==> src/rtl/pwd_wdt_pkg.sv <==
// Package: shared field positions, key values and the unlock state type.
// Assumes a 32-bit register bus and a reload field no wider than 16 bits.
package pwd_wdt_pkg;
    localparam int REG_W     = 32;
    localparam int KEY_W     = 8;
    localparam int KEY_LSB   = 16;
    localparam int CODE_W    = 2;
    localparam int PSC_LSB   = 24;
    localparam int WARN_LSB  = 26;
    localparam int CAUSE_BIT = 30;
    localparam int EN_BIT    = 31;

    localparam logic [KEY_W-1:0] KEY_OPEN   = 8'hBE;
    localparam logic [KEY_W-1:0] KEY_COMMIT = 8'hDC;

    typedef enum logic {
        ULK_IDLE,
        ULK_ARMED
    } ulk_state_e;
endpackage

==> src/rtl/pwd_wdt_unlock.sv <==
// Unlock sequencer: tracks the two-write key handshake on control writes.
// accept is high in the cycle of a commit write that directly follows an
// opening write. Assumes ctrl_wr is a single-cycle strobe per write.
module pwd_wdt_unlock
    import pwd_wdt_pkg::*;
#(
    parameter int               KW         = 8,
    parameter logic [KW-1:0]    OPEN_KEY   = 8'hBE,
    parameter logic [KW-1:0]    COMMIT_KEY = 8'hDC
) (
    input  logic          clk,
    input  logic          rst_n,
    input  logic          ctrl_wr,
    input  logic [KW-1:0] key,
    output logic          accept
);
    ulk_state_e state_q;

    assign accept = ctrl_wr && (state_q == ULK_ARMED) && (key == COMMIT_KEY);

    // Arm on an opening key, otherwise fall back to idle on any control write.
    always_ff @(posedge clk) begin
        if (!rst_n) begin
            state_q <= ULK_IDLE;
        end else if (ctrl_wr) begin
            if ((state_q == ULK_IDLE) && (key == OPEN_KEY)) begin
                state_q <= ULK_ARMED;
            end else begin
                state_q <= ULK_IDLE;
            end
        end
    end

    // the armed state is only ever entered through an opening-key write.
    assert_arm_needs_open_key_R2: assert property (@(posedge clk) disable iff (!rst_n)
        ((state_q == ULK_ARMED) && ($past(state_q) == ULK_IDLE)) |-> $past(ctrl_wr && (key == OPEN_KEY)));

    // an accepted commit always leaves the sequencer locked.
    assert_relock_after_commit_R3: assert property (@(posedge clk) disable iff (!rst_n)
        accept |=> (state_q == ULK_IDLE));
endmodule

==> src/rtl/pwd_wdt_prescaler.sv <==
// Prescaler: free-running count that yields one tick per 2^(code*STEP)
// cycles while run is high. It restarts from zero on clear or when stopped.
module pwd_wdt_prescaler #(
    parameter int  STEP   = 6,
    parameter int  CODE_W = 2,
    localparam int PRE_W  = STEP * ((1 << CODE_W) - 1)
) (
    input  logic              clk,
    input  logic              rst_n,
    input  logic              clear,
    input  logic              run,
    input  logic [CODE_W-1:0] code,
    output logic              tick
);
    logic [PRE_W-1:0] pre_q;
    logic [PRE_W:0]   span;
    logic [PRE_W-1:0] mask;

    // Low bits that must all be ones for the selected division.
    always_comb begin
        span = (PRE_W+1)'(1) << (int'(code) * STEP);
        mask = PRE_W'(span - (PRE_W+1)'(1));
    end

    assign tick = run && ((pre_q | ~mask) == '1);

    // Count cycles while running, restarting on clear or stop.
    always_ff @(posedge clk) begin
        if (!rst_n || clear || !run) begin
            pre_q <= '0;
        end else begin
            pre_q <= pre_q + PRE_W'(1);
        end
    end

    // any division other than one never ticks on back-to-back cycles.
    assert_tick_spacing_R5: assert property (@(posedge clk) disable iff (!rst_n)
        (tick && (code != '0) && !clear) |=> !tick);
endmodule

==> src/rtl/pwd_wdt_counter.sv <==
// Countdown core: loads on commit, decrements per tick, raises the warning
// pulse and the expiry event. The reset pulse and cause flag sit in the
// power-on domain so that they outlive the system reset they request.
module pwd_wdt_counter #(
    parameter int  CNT_W      = 16,
    parameter int  CODE_W     = 2,
    parameter int  RST_CYCLES = 4,
    localparam int RC_W       = $clog2(RST_CYCLES + 1)
) (
    input  logic              clk,
    input  logic              rst_n,
    input  logic              por_n,
    input  logic              load,
    input  logic [CNT_W-1:0]  load_val,
    input  logic              run,
    input  logic              tick,
    input  logic [CODE_W-1:0] warn_code,
    output logic [CNT_W-1:0]  cnt,
    output logic              warn_irq,
    output logic              expire,
    output logic              rst_req,
    output logic              cause
);
    logic [CNT_W-1:0] cnt_q;
    logic [CNT_W-1:0] limit;
    logic [RC_W-1:0]  rst_cnt_q;
    logic             cause_q;
    logic             warn_q;

    assign limit   = CNT_W'(1) << (CNT_W - 1 - int'(warn_code));
    assign expire  = rst_n && run && tick && !load && (cnt_q <= CNT_W'(1));
    assign cnt     = cnt_q;
    assign warn_irq = warn_q;
    assign rst_req = (rst_cnt_q != '0);
    assign cause   = cause_q;

    // Load on commit, otherwise step down per tick and flag the limit crossing.
    always_ff @(posedge clk) begin
        if (!rst_n) begin
            cnt_q  <= '0;
            warn_q <= 1'b0;
        end else begin
            warn_q <= 1'b0;
            if (load) begin
                cnt_q <= load_val;
            end else if (run && tick) begin
                if (cnt_q != '0) begin
                    cnt_q <= cnt_q - CNT_W'(1);
                end
                warn_q <= (cnt_q == limit);
            end
        end
    end

    // Stretch the reset request and record the cause, power-on domain only.
    always_ff @(posedge clk) begin
        if (!por_n) begin
            rst_cnt_q <= '0;
            cause_q   <= 1'b0;
        end else if (expire) begin
            rst_cnt_q <= RC_W'(RST_CYCLES);
            cause_q   <= 1'b1;
        end else if (rst_cnt_q != '0) begin
            rst_cnt_q <= rst_cnt_q - RC_W'(1);
        end
    end

    // the warning never lasts longer than one cycle.
    assert_warn_single_cycle_R6: assert property (@(posedge clk) disable iff (!rst_n)
        warn_irq |=> !warn_irq);

    // a stopped watchdog keeps its count until the next commit.
    assert_hold_when_stopped_R8: assert property (@(posedge clk) disable iff (!rst_n)
        (!run && !load) |=> $stable(cnt_q));

    // expiry raises the reset request and the cause flag.
    assert_expire_flags_R9: assert property (@(posedge clk) disable iff (!por_n)
        expire |=> (rst_req && cause));

    // once set, the cause flag stays set until power-on reset.
    assert_cause_sticky_R10: assert property (@(posedge clk) disable iff (!por_n)
        cause |=> cause);
endmodule

==> src/rtl/pwd_watchdog.sv <==
// Top level: decodes the register bus, keeps the committed settings and
// wires the unlock sequencer, prescaler and countdown core together.
// Assumes CNT_W <= 16 so the reload field stays below the key field.
module pwd_watchdog
    import pwd_wdt_pkg::*;
#(
    parameter int  ADDR_W     = 4,
    parameter int  CNT_W      = 16,
    parameter int  PSC_STEP   = 6,
    parameter int  RST_CYCLES = 4,
    localparam logic [ADDR_W-1:0] CTRL_OFF = ADDR_W'(0),
    localparam logic [ADDR_W-1:0] STAT_OFF = ADDR_W'(8)
) (
    input  logic              clk,
    input  logic              rst_n,
    input  logic              por_n,
    input  logic [ADDR_W-1:0] bus_addr,
    input  logic              bus_wr,
    input  logic [REG_W-1:0]  bus_wdata,
    output logic [REG_W-1:0]  bus_rdata,
    output logic              warn_irq,
    output logic              rst_req
);
    logic              ctrl_wr;
    logic              accept;
    logic              tick;
    logic              expire;
    logic              cause;
    logic [CNT_W-1:0]  cnt;
    logic              en_q;
    logic [CODE_W-1:0] warn_code_q;
    logic [CODE_W-1:0] psc_code_q;
    logic [CNT_W-1:0]  reload_q;

    assign ctrl_wr = bus_wr && (bus_addr == CTRL_OFF);

    pwd_wdt_unlock #(
        .KW         (KEY_W),
        .OPEN_KEY   (KEY_OPEN),
        .COMMIT_KEY (KEY_COMMIT)
    ) u_unlock (
        .clk     (clk),
        .rst_n   (rst_n),
        .ctrl_wr (ctrl_wr),
        .key     (bus_wdata[KEY_LSB +: KEY_W]),
        .accept  (accept)
    );

    // Take all settings from a commit; expiry only drops the enable.
    always_ff @(posedge clk) begin
        if (!rst_n) begin
            en_q        <= 1'b0;
            warn_code_q <= '0;
            psc_code_q  <= '0;
            reload_q    <= '0;
        end else if (accept) begin
            en_q        <= bus_wdata[EN_BIT];
            warn_code_q <= bus_wdata[WARN_LSB +: CODE_W];
            psc_code_q  <= bus_wdata[PSC_LSB +: CODE_W];
            reload_q    <= bus_wdata[CNT_W-1:0];
        end else if (expire) begin
            en_q <= 1'b0;
        end
    end

    pwd_wdt_prescaler #(
        .STEP   (PSC_STEP),
        .CODE_W (CODE_W)
    ) u_prescaler (
        .clk   (clk),
        .rst_n (rst_n),
        .clear (accept),
        .run   (en_q),
        .code  (psc_code_q),
        .tick  (tick)
    );

    pwd_wdt_counter #(
        .CNT_W      (CNT_W),
        .CODE_W     (CODE_W),
        .RST_CYCLES (RST_CYCLES)
    ) u_counter (
        .clk       (clk),
        .rst_n     (rst_n),
        .por_n     (por_n),
        .load      (accept),
        .load_val  (bus_wdata[CNT_W-1:0]),
        .run       (en_q),
        .tick      (tick),
        .warn_code (warn_code_q),
        .cnt       (cnt),
        .warn_irq  (warn_irq),
        .expire    (expire),
        .rst_req   (rst_req),
        .cause     (cause)
    );

    // Read mux: settings image at the control offset, live state at status.
    always_comb begin
        bus_rdata = '0;
        if (bus_addr == CTRL_OFF) begin
            bus_rdata[EN_BIT]                 = en_q;
            bus_rdata[WARN_LSB +: CODE_W]     = warn_code_q;
            bus_rdata[PSC_LSB +: CODE_W]      = psc_code_q;
            bus_rdata[CNT_W-1:0]              = reload_q;
        end else if (bus_addr == STAT_OFF) begin
            bus_rdata[EN_BIT]                 = en_q;
            bus_rdata[CAUSE_BIT]              = cause;
            bus_rdata[CNT_W-1:0]              = cnt;
        end
    end

    // the stored reload only moves in the cycle after a commit.
    assert_reload_needs_commit_R2: assert property (@(posedge clk) disable iff (!rst_n)
        !$stable(reload_q) |-> $past(accept));

    // the running flag falls only on a commit or on expiry.
    assert_stop_has_cause_R9: assert property (@(posedge clk) disable iff (!rst_n)
        $fell(en_q) |-> ($past(accept) || $past(expire)));
endmodule

==> config.mk <==
export PLATFORM = sky130hd
export DESIGN_NAME = pwd_watchdog
export DESIGN_NICKNAME = d
export VERILOG_FILES = /design/src/rtl/pwd_wdt_pkg.sv /design/src/rtl/pwd_wdt_unlock.sv /design/src/rtl/pwd_wdt_prescaler.sv /design/src/rtl/pwd_wdt_counter.sv /design/src/rtl/pwd_watchdog.sv
export SDC_FILE = /design/constraint.sdc
export NUM_CORES = 1
export LEC_CHECK = 0
export BUFFER_PORTS_ARGS = -buffer_cell sky130_fd_sc_hd__clkbuf_2
export CORE_MARGIN = 2
export CORE_UTILIZATION = 58
export DETAILED_ROUTE_END_ITERATION = 8
export PLACE_DENSITY = 0.85
export SLEW_MARGIN = 20
export SYNTH_ARGS = -nofsm -noshare
export SYNTH_HDL_FRONTEND = slang
export SYNTH_SLANG_ARGS = --single-unit
==> constraint.sdc <==
create_clock -name clk -period 5.31 [get_ports clk]
set_input_delay 0.531 -clock clk [delete_from_list [all_inputs] [get_ports clk]]
set_output_delay 0.531 -clock clk [all_outputs]
set_load 0.05 [all_outputs]
[After elaboration in Yosys (flattened, before gate mapping)]
Index checks and enable logic that the tools add are counted.
Cells by class
  add/subtract/negate cells: 5
  multipliers: 1
  order comparisons: 1
  equality and inequality tests: 5
  shift operators: 2
  muxes and demuxes: 14
  bitwise logic cells: 6
  reduce and logical (&&, ||, !) cells: 25
Operators by type and width (number)
  two-way mux 16 bit: 5
  left shift 1 x 32 -> 16 bit, first input constant: 1
  left shift 1 x 32 -> 18 bit, first input constant: 1
  adder 18 x 1 -> 18 bit, second input constant: 1
  == test 18 bit, second input constant: 1
  inverter 18 bit: 1
  bitwise OR 18 bit: 1
  subtractor 18 x 1 -> 18 bit, second input constant: 1
  == test 16 bit: 1
  == test 8 bit, second input constant: 2
  less-or-equal comparator 16 x 1 -> 1 bit, second input constant: 1
  nonzero test 16 bit: 1
  subtractor 16 x 1 -> 16 bit, second input constant: 1
  logical AND 1 bit: 10
  nonzero test 2 bit: 4
  two-way mux 3 bit: 2
  two-way mux 1 bit: 5
  subtractor 4 x 2 -> 5 bit, first input constant: 1
  == test 4 bit, second input constant: 1
  zero test 4 bit: 1
  multiplier 2 x 2 -> 4 bit, second input constant: 1
  two-way mux 4 bit: 1
  inverter 1 bit: 4
  zero test 1 bit: 3
  other kinds (7): 8
Storage, ports and cells
  flip-flop bits (word level): 61
  output and inout bits: 34
  word-level logic and storage cells: 70

[Depth between registers and ports, before layout]
  depth in word-level cells: 12
  mapped depth: 8
  depth with buffers taken out: 8

[By module]
Synthesis repeated with hierarchy kept, for this count alone.
Unflattened totals
  cells, all modules: 401
  area total of the unflattened synthesis: 3499.6 µm²
Modules (own cells, without submodules)
  pwd_wdt_counter: instances 1, cells each 163, area an instance 1322.5 µm²
  pwd_watchdog: instances 1, cells each 125, area an instance 1189.9 µm²
  pwd_wdt_prescaler: instances 1, cells each 104, area an instance 897.1 µm²
  pwd_wdt_unlock: instances 1, cells each 9, area an instance 90.1 µm²

[Worst setup path before layout]
OpenSTA, ideal clock, no wires.
  path kind: input to output
  from: input bus_addr[1]
  to: output bus_rdata[25]
  arrival: 2.402 ns
  slack: 2.377 ns
  stages on the path: 4
  path buffers: 2
  path through: or3_1 clkbuf_1 clkbuf_1 nor3b_1
On the way
  cells in the longest elaborated chain, start to end: 2
Ends and longest elaborated chain
  start: declaration: line pwd_watchdog.sv:17  | input logic [ADDR_W-1:0] bus_addr,
  zero test 4 bit: line pwd_watchdog.sv:101  | if (bus_addr == CTRL_OFF) begin
  two-way mux 4 bit: line pwd_watchdog.sv:101
  end: declaration: line pwd_watchdog.sv:20  | output logic [REG_W-1:0] bus_rdata,
Every way passes these cells.

[Worst setup path in the final report]
  from: input bus_addr[1]
  to: register u_counter.rst_cnt_q[1]
On the way
  cells in the longest elaborated chain, start to end: 8
Ends and longest elaborated chain
  zero test 4 bit: line pwd_watchdog.sv:35  | assign ctrl_wr = bus_wr && (bus_addr == CTRL_OFF);
  logical AND 1 bit: line pwd_watchdog.sv:35
  logical AND 1 bit (2 in series): line pwd_wdt_unlock.sv:19  | assign accept = ctrl_wr && (state_q == ULK_ARMED) && (key == COMMIT_KEY);
  zero test 1 bit: line pwd_wdt_counter.sv:31  | assign expire = rst_n && run && tick && !load && (cnt_q <= CNT_W'(1));
  logical AND 1 bit (2 in series): line pwd_wdt_counter.sv:31
  OR reduction 2 bit (no line)
  end signal: assignment: line pwd_wdt_counter.sv:61  | rst_cnt_q <= RC_W'(RST_CYCLES);
  end signal: assignment: line pwd_wdt_counter.sv:64  | rst_cnt_q <= rst_cnt_q - RC_W'(1);
  end: declaration: line pwd_wdt_counter.sv:26  | logic [RC_W-1:0] rst_cnt_q;
Every way passes these cells.
A chain may end at the register's enable or synchronous reset.

==> run summary <==
outcome: finished, final reports clean
DRC Markers: 0
largest cells by area after synthesis: dfxtp_1 (37%), nand2_1 (5.7%), a21oi_1 (5.6%)
Layout area overhead: 14.46%
Worst Slack Setup Final: 2045 ps
largest net degree at the start of global routing: 54
Routed Wire Length: 7.348 mm
Post-layout nets: 509
IO Port Bufs: 60
Synth top area share: 0.3704
Fin Clk Skew: 11.27 ps
# diodes: 0
setup violators final: 0
ys flop type: dfxtp_1
CORE AREA: 5507 sq um
Post-Place Setup Slack: 1650 ps
worst path cell trace: clkbuf_2, or3_1, nor4_1, nand2_2, buf_4, nand3_1, nor4_2, nor3b_1
floorplan row count: 27
largest fanout on the critical path: 53
worst slew pin tran: 865.6 ps
leakage power: 1.477 nW
routability cong.: 0.8745
H-Tree Depth: 3
Cell Int Power: 765.2 uW
Slew HR: 0.4229
DP HPWL: 4.964 mm
fin cells: 538
Switching Fraction: 0.2608
synth unique cells: 49
launch point of the worst reg-to-reg path: psc_code_q[0]$_SDFFE_PN0P_
worst-case clock buffer depth: 2
R2R setup slack: 2650 ps
hold_sp: bus_wdata[26]
combinational share of power: 0.127
max-cap violation count: 0
Seq pwr share: 0.456
setup tns final: 0 ps
Post-synth EDFFs: 0
leading cell types in the layout, fill and taps excluded: dfxtp_1 (61), clkbuf_2 (60), nand2_1 (50)
Worst Path Class, Setup: primary input to flop
Placed Cells: 522
endpoints failing hold: 0
Mapped Area: 3297 sq um
WP data required: 5500 ps
power per cell area: 274.3 nW/um^2
Seq/Total Area, Yosys: 0.3704
Startpoint Class: primary input
worst hold margin: 416.5 ps
All-Layer GR Usage: 0.2472
NetSw: 269.9 uW
area leader, netlist: dfxtp_1
layout cells sized above 1: 0.1974
CTS sink cnt: 61
CP Launch Point: bus_addr[1]
TritonRoute pass-1 iters: 6
Vias/cell: 5.580
critical path endpoint category: flop
routed len/inst: 13.66 um
initial core utilization: 0.5987
commonest non-fill, non-tap cell in the layout: dfxtp_1
antenna violation net count after detailed routing: 0
largest stage delay on the critical path: 680 ps
Post-CTS Resized: 0
die area: 6304 sq um
Yosys warning count: 0
RSZ-0062 raised after global routing: false
first-pass GRT wire length: 12.38 mm
gr ovfl total: 0
Clock power frac: 0.417
Hold/Removal Path Class: primary input to flop
# Post-CTS Setup Buffers: 0
critical path's slowest cell: nor4_2
detailed-route via count: 3002
Peak VDD IR: 0.0002288 V
top-level port count: 74
worst path arrival time: 3450 ps
initial drt markers: 155
CTS tree: done
Synth Instances: 410
fin crit share: 0.6148
initial antenna violation count: 0
CTS buffer count: 9
hold_buf cts: 0
syn_area_per_cell: 8.041 sq um
clk root buf: clkbuf_8
vias in the first global route: 2824
Slew Limit Fails: 0
chip width: 79.40 um
clock-pin slew on the worst setup and hold paths: 70 ps
count of state elements after synthesis: 61
ys async rst share: 0
min Tclk post-route: 3265 ps
Clk Latency, worst-skew pair: 330 ps
Peak Freq: 0.3063 GHz
Die Y: 79.40 um
## flip-flops by register name (all words and copies together), names as in the netlist
register / cells
en_q: 1
u_counter.rst_cnt_q: 3
u_counter.cause: 1
u_counter.warn_irq: 1
warn_code_q: 2
u_counter.cnt: 16
psc_code_q: 2
u_prescaler.pre_q: 18
reload_q: 16
u_unlock.state_q: 1
## synthesized netlist by cell type, drive strengths merged (8+ instances only)
library cell and number:
a21oi 37, buf 17, clkbuf 13, dfxtp 61
ha 8, inv 12, mux2i 16, nand2 52
nand3 14, nand4 8, nor2 48, nor3b 9
nor4 14, o21ai 24, xnor2 20, xor2 9
## metal layers
metal,vias to the layer above,part of all wire,track usage
li1,1510,-,-
met1,1396,0.44,0.2942
met2,78,0.50,0.4220
met3,18,0.038,0.04638
met4,0,0.027,0.1310
met5,-,0,0
## cell type report
class                      count  area (sq um)
multi-input combinational    316          1898
clock inverter                 3         42.54
timing repair buffer          61         307.8
sequential                    61          1221
inverter                      12         45.04
tap                           72         90.09
clock buffer                  13         168.9
fill                         477          1733
## power by group through the flow
stage	Sequential, mW	Combinational [mW]	Clock, mW
after floorplan	0.482	0.105	0
after global placement	0.482	0.127	0
after detailed placement	0.483	0.131	0
after CTS	0.472	0.132	0.439
after global routing	0.473	0.145	0.459
final	0.472	0.131	0.432
## path summary, 6_finish.rpt
check                                   endpoint  cells past startpoint
max          u_counter.rst_cnt_q[1]$_SDFFE_PP0P_                      8
min                  warn_code_q[0]$_SDFFE_PN0P_                      3
max reg2reg       u_counter.cnt[13]$_SDFFE_PN0P_                      8
min reg2reg             reload_q[5]$_SDFFE_PN0P_                      2
## logic make-up (layout without fill, tap and decap cells)
| group | after synthesis | in the layout | synth area share |
|---|---|---|---|
| DFF | 61 | 61 | 0.3704 |
| and+or+nand+nor | 179 | 179 | 0.2824 |
| adders and majority gates | 8 | 8 | 0.03036 |
| muxes | 16 | 16 | 0.04858 |
| xor gates and xnor gates | 29 | 29 | 0.07704 |
| other | 1 | 10 | 0.001137 |
| buffers and inverters | 42 | 89 | 0.06413 |
| AOI/OAI and AO/OA | 74 | 74 | 0.1260 |
## critical path, delay by kind of cell
family,cells,cell delay [ps]
buf+inv,2,480
simple gates,6,2420
## through the flow
step	area, sq um	utilization	power (mW)
5_1_grt	3774	0.6853	1.078
3_5_place_dp	3562	0.6469	0.6133
3_3_place_gp	3562	0.6469	0.6096
6_report	3774	0.6853	1.035
2_1_floorplan	3331	-	0.5871
4_1_cts	3774	0.6853	1.043
Power figures use the tool's default switching activity.
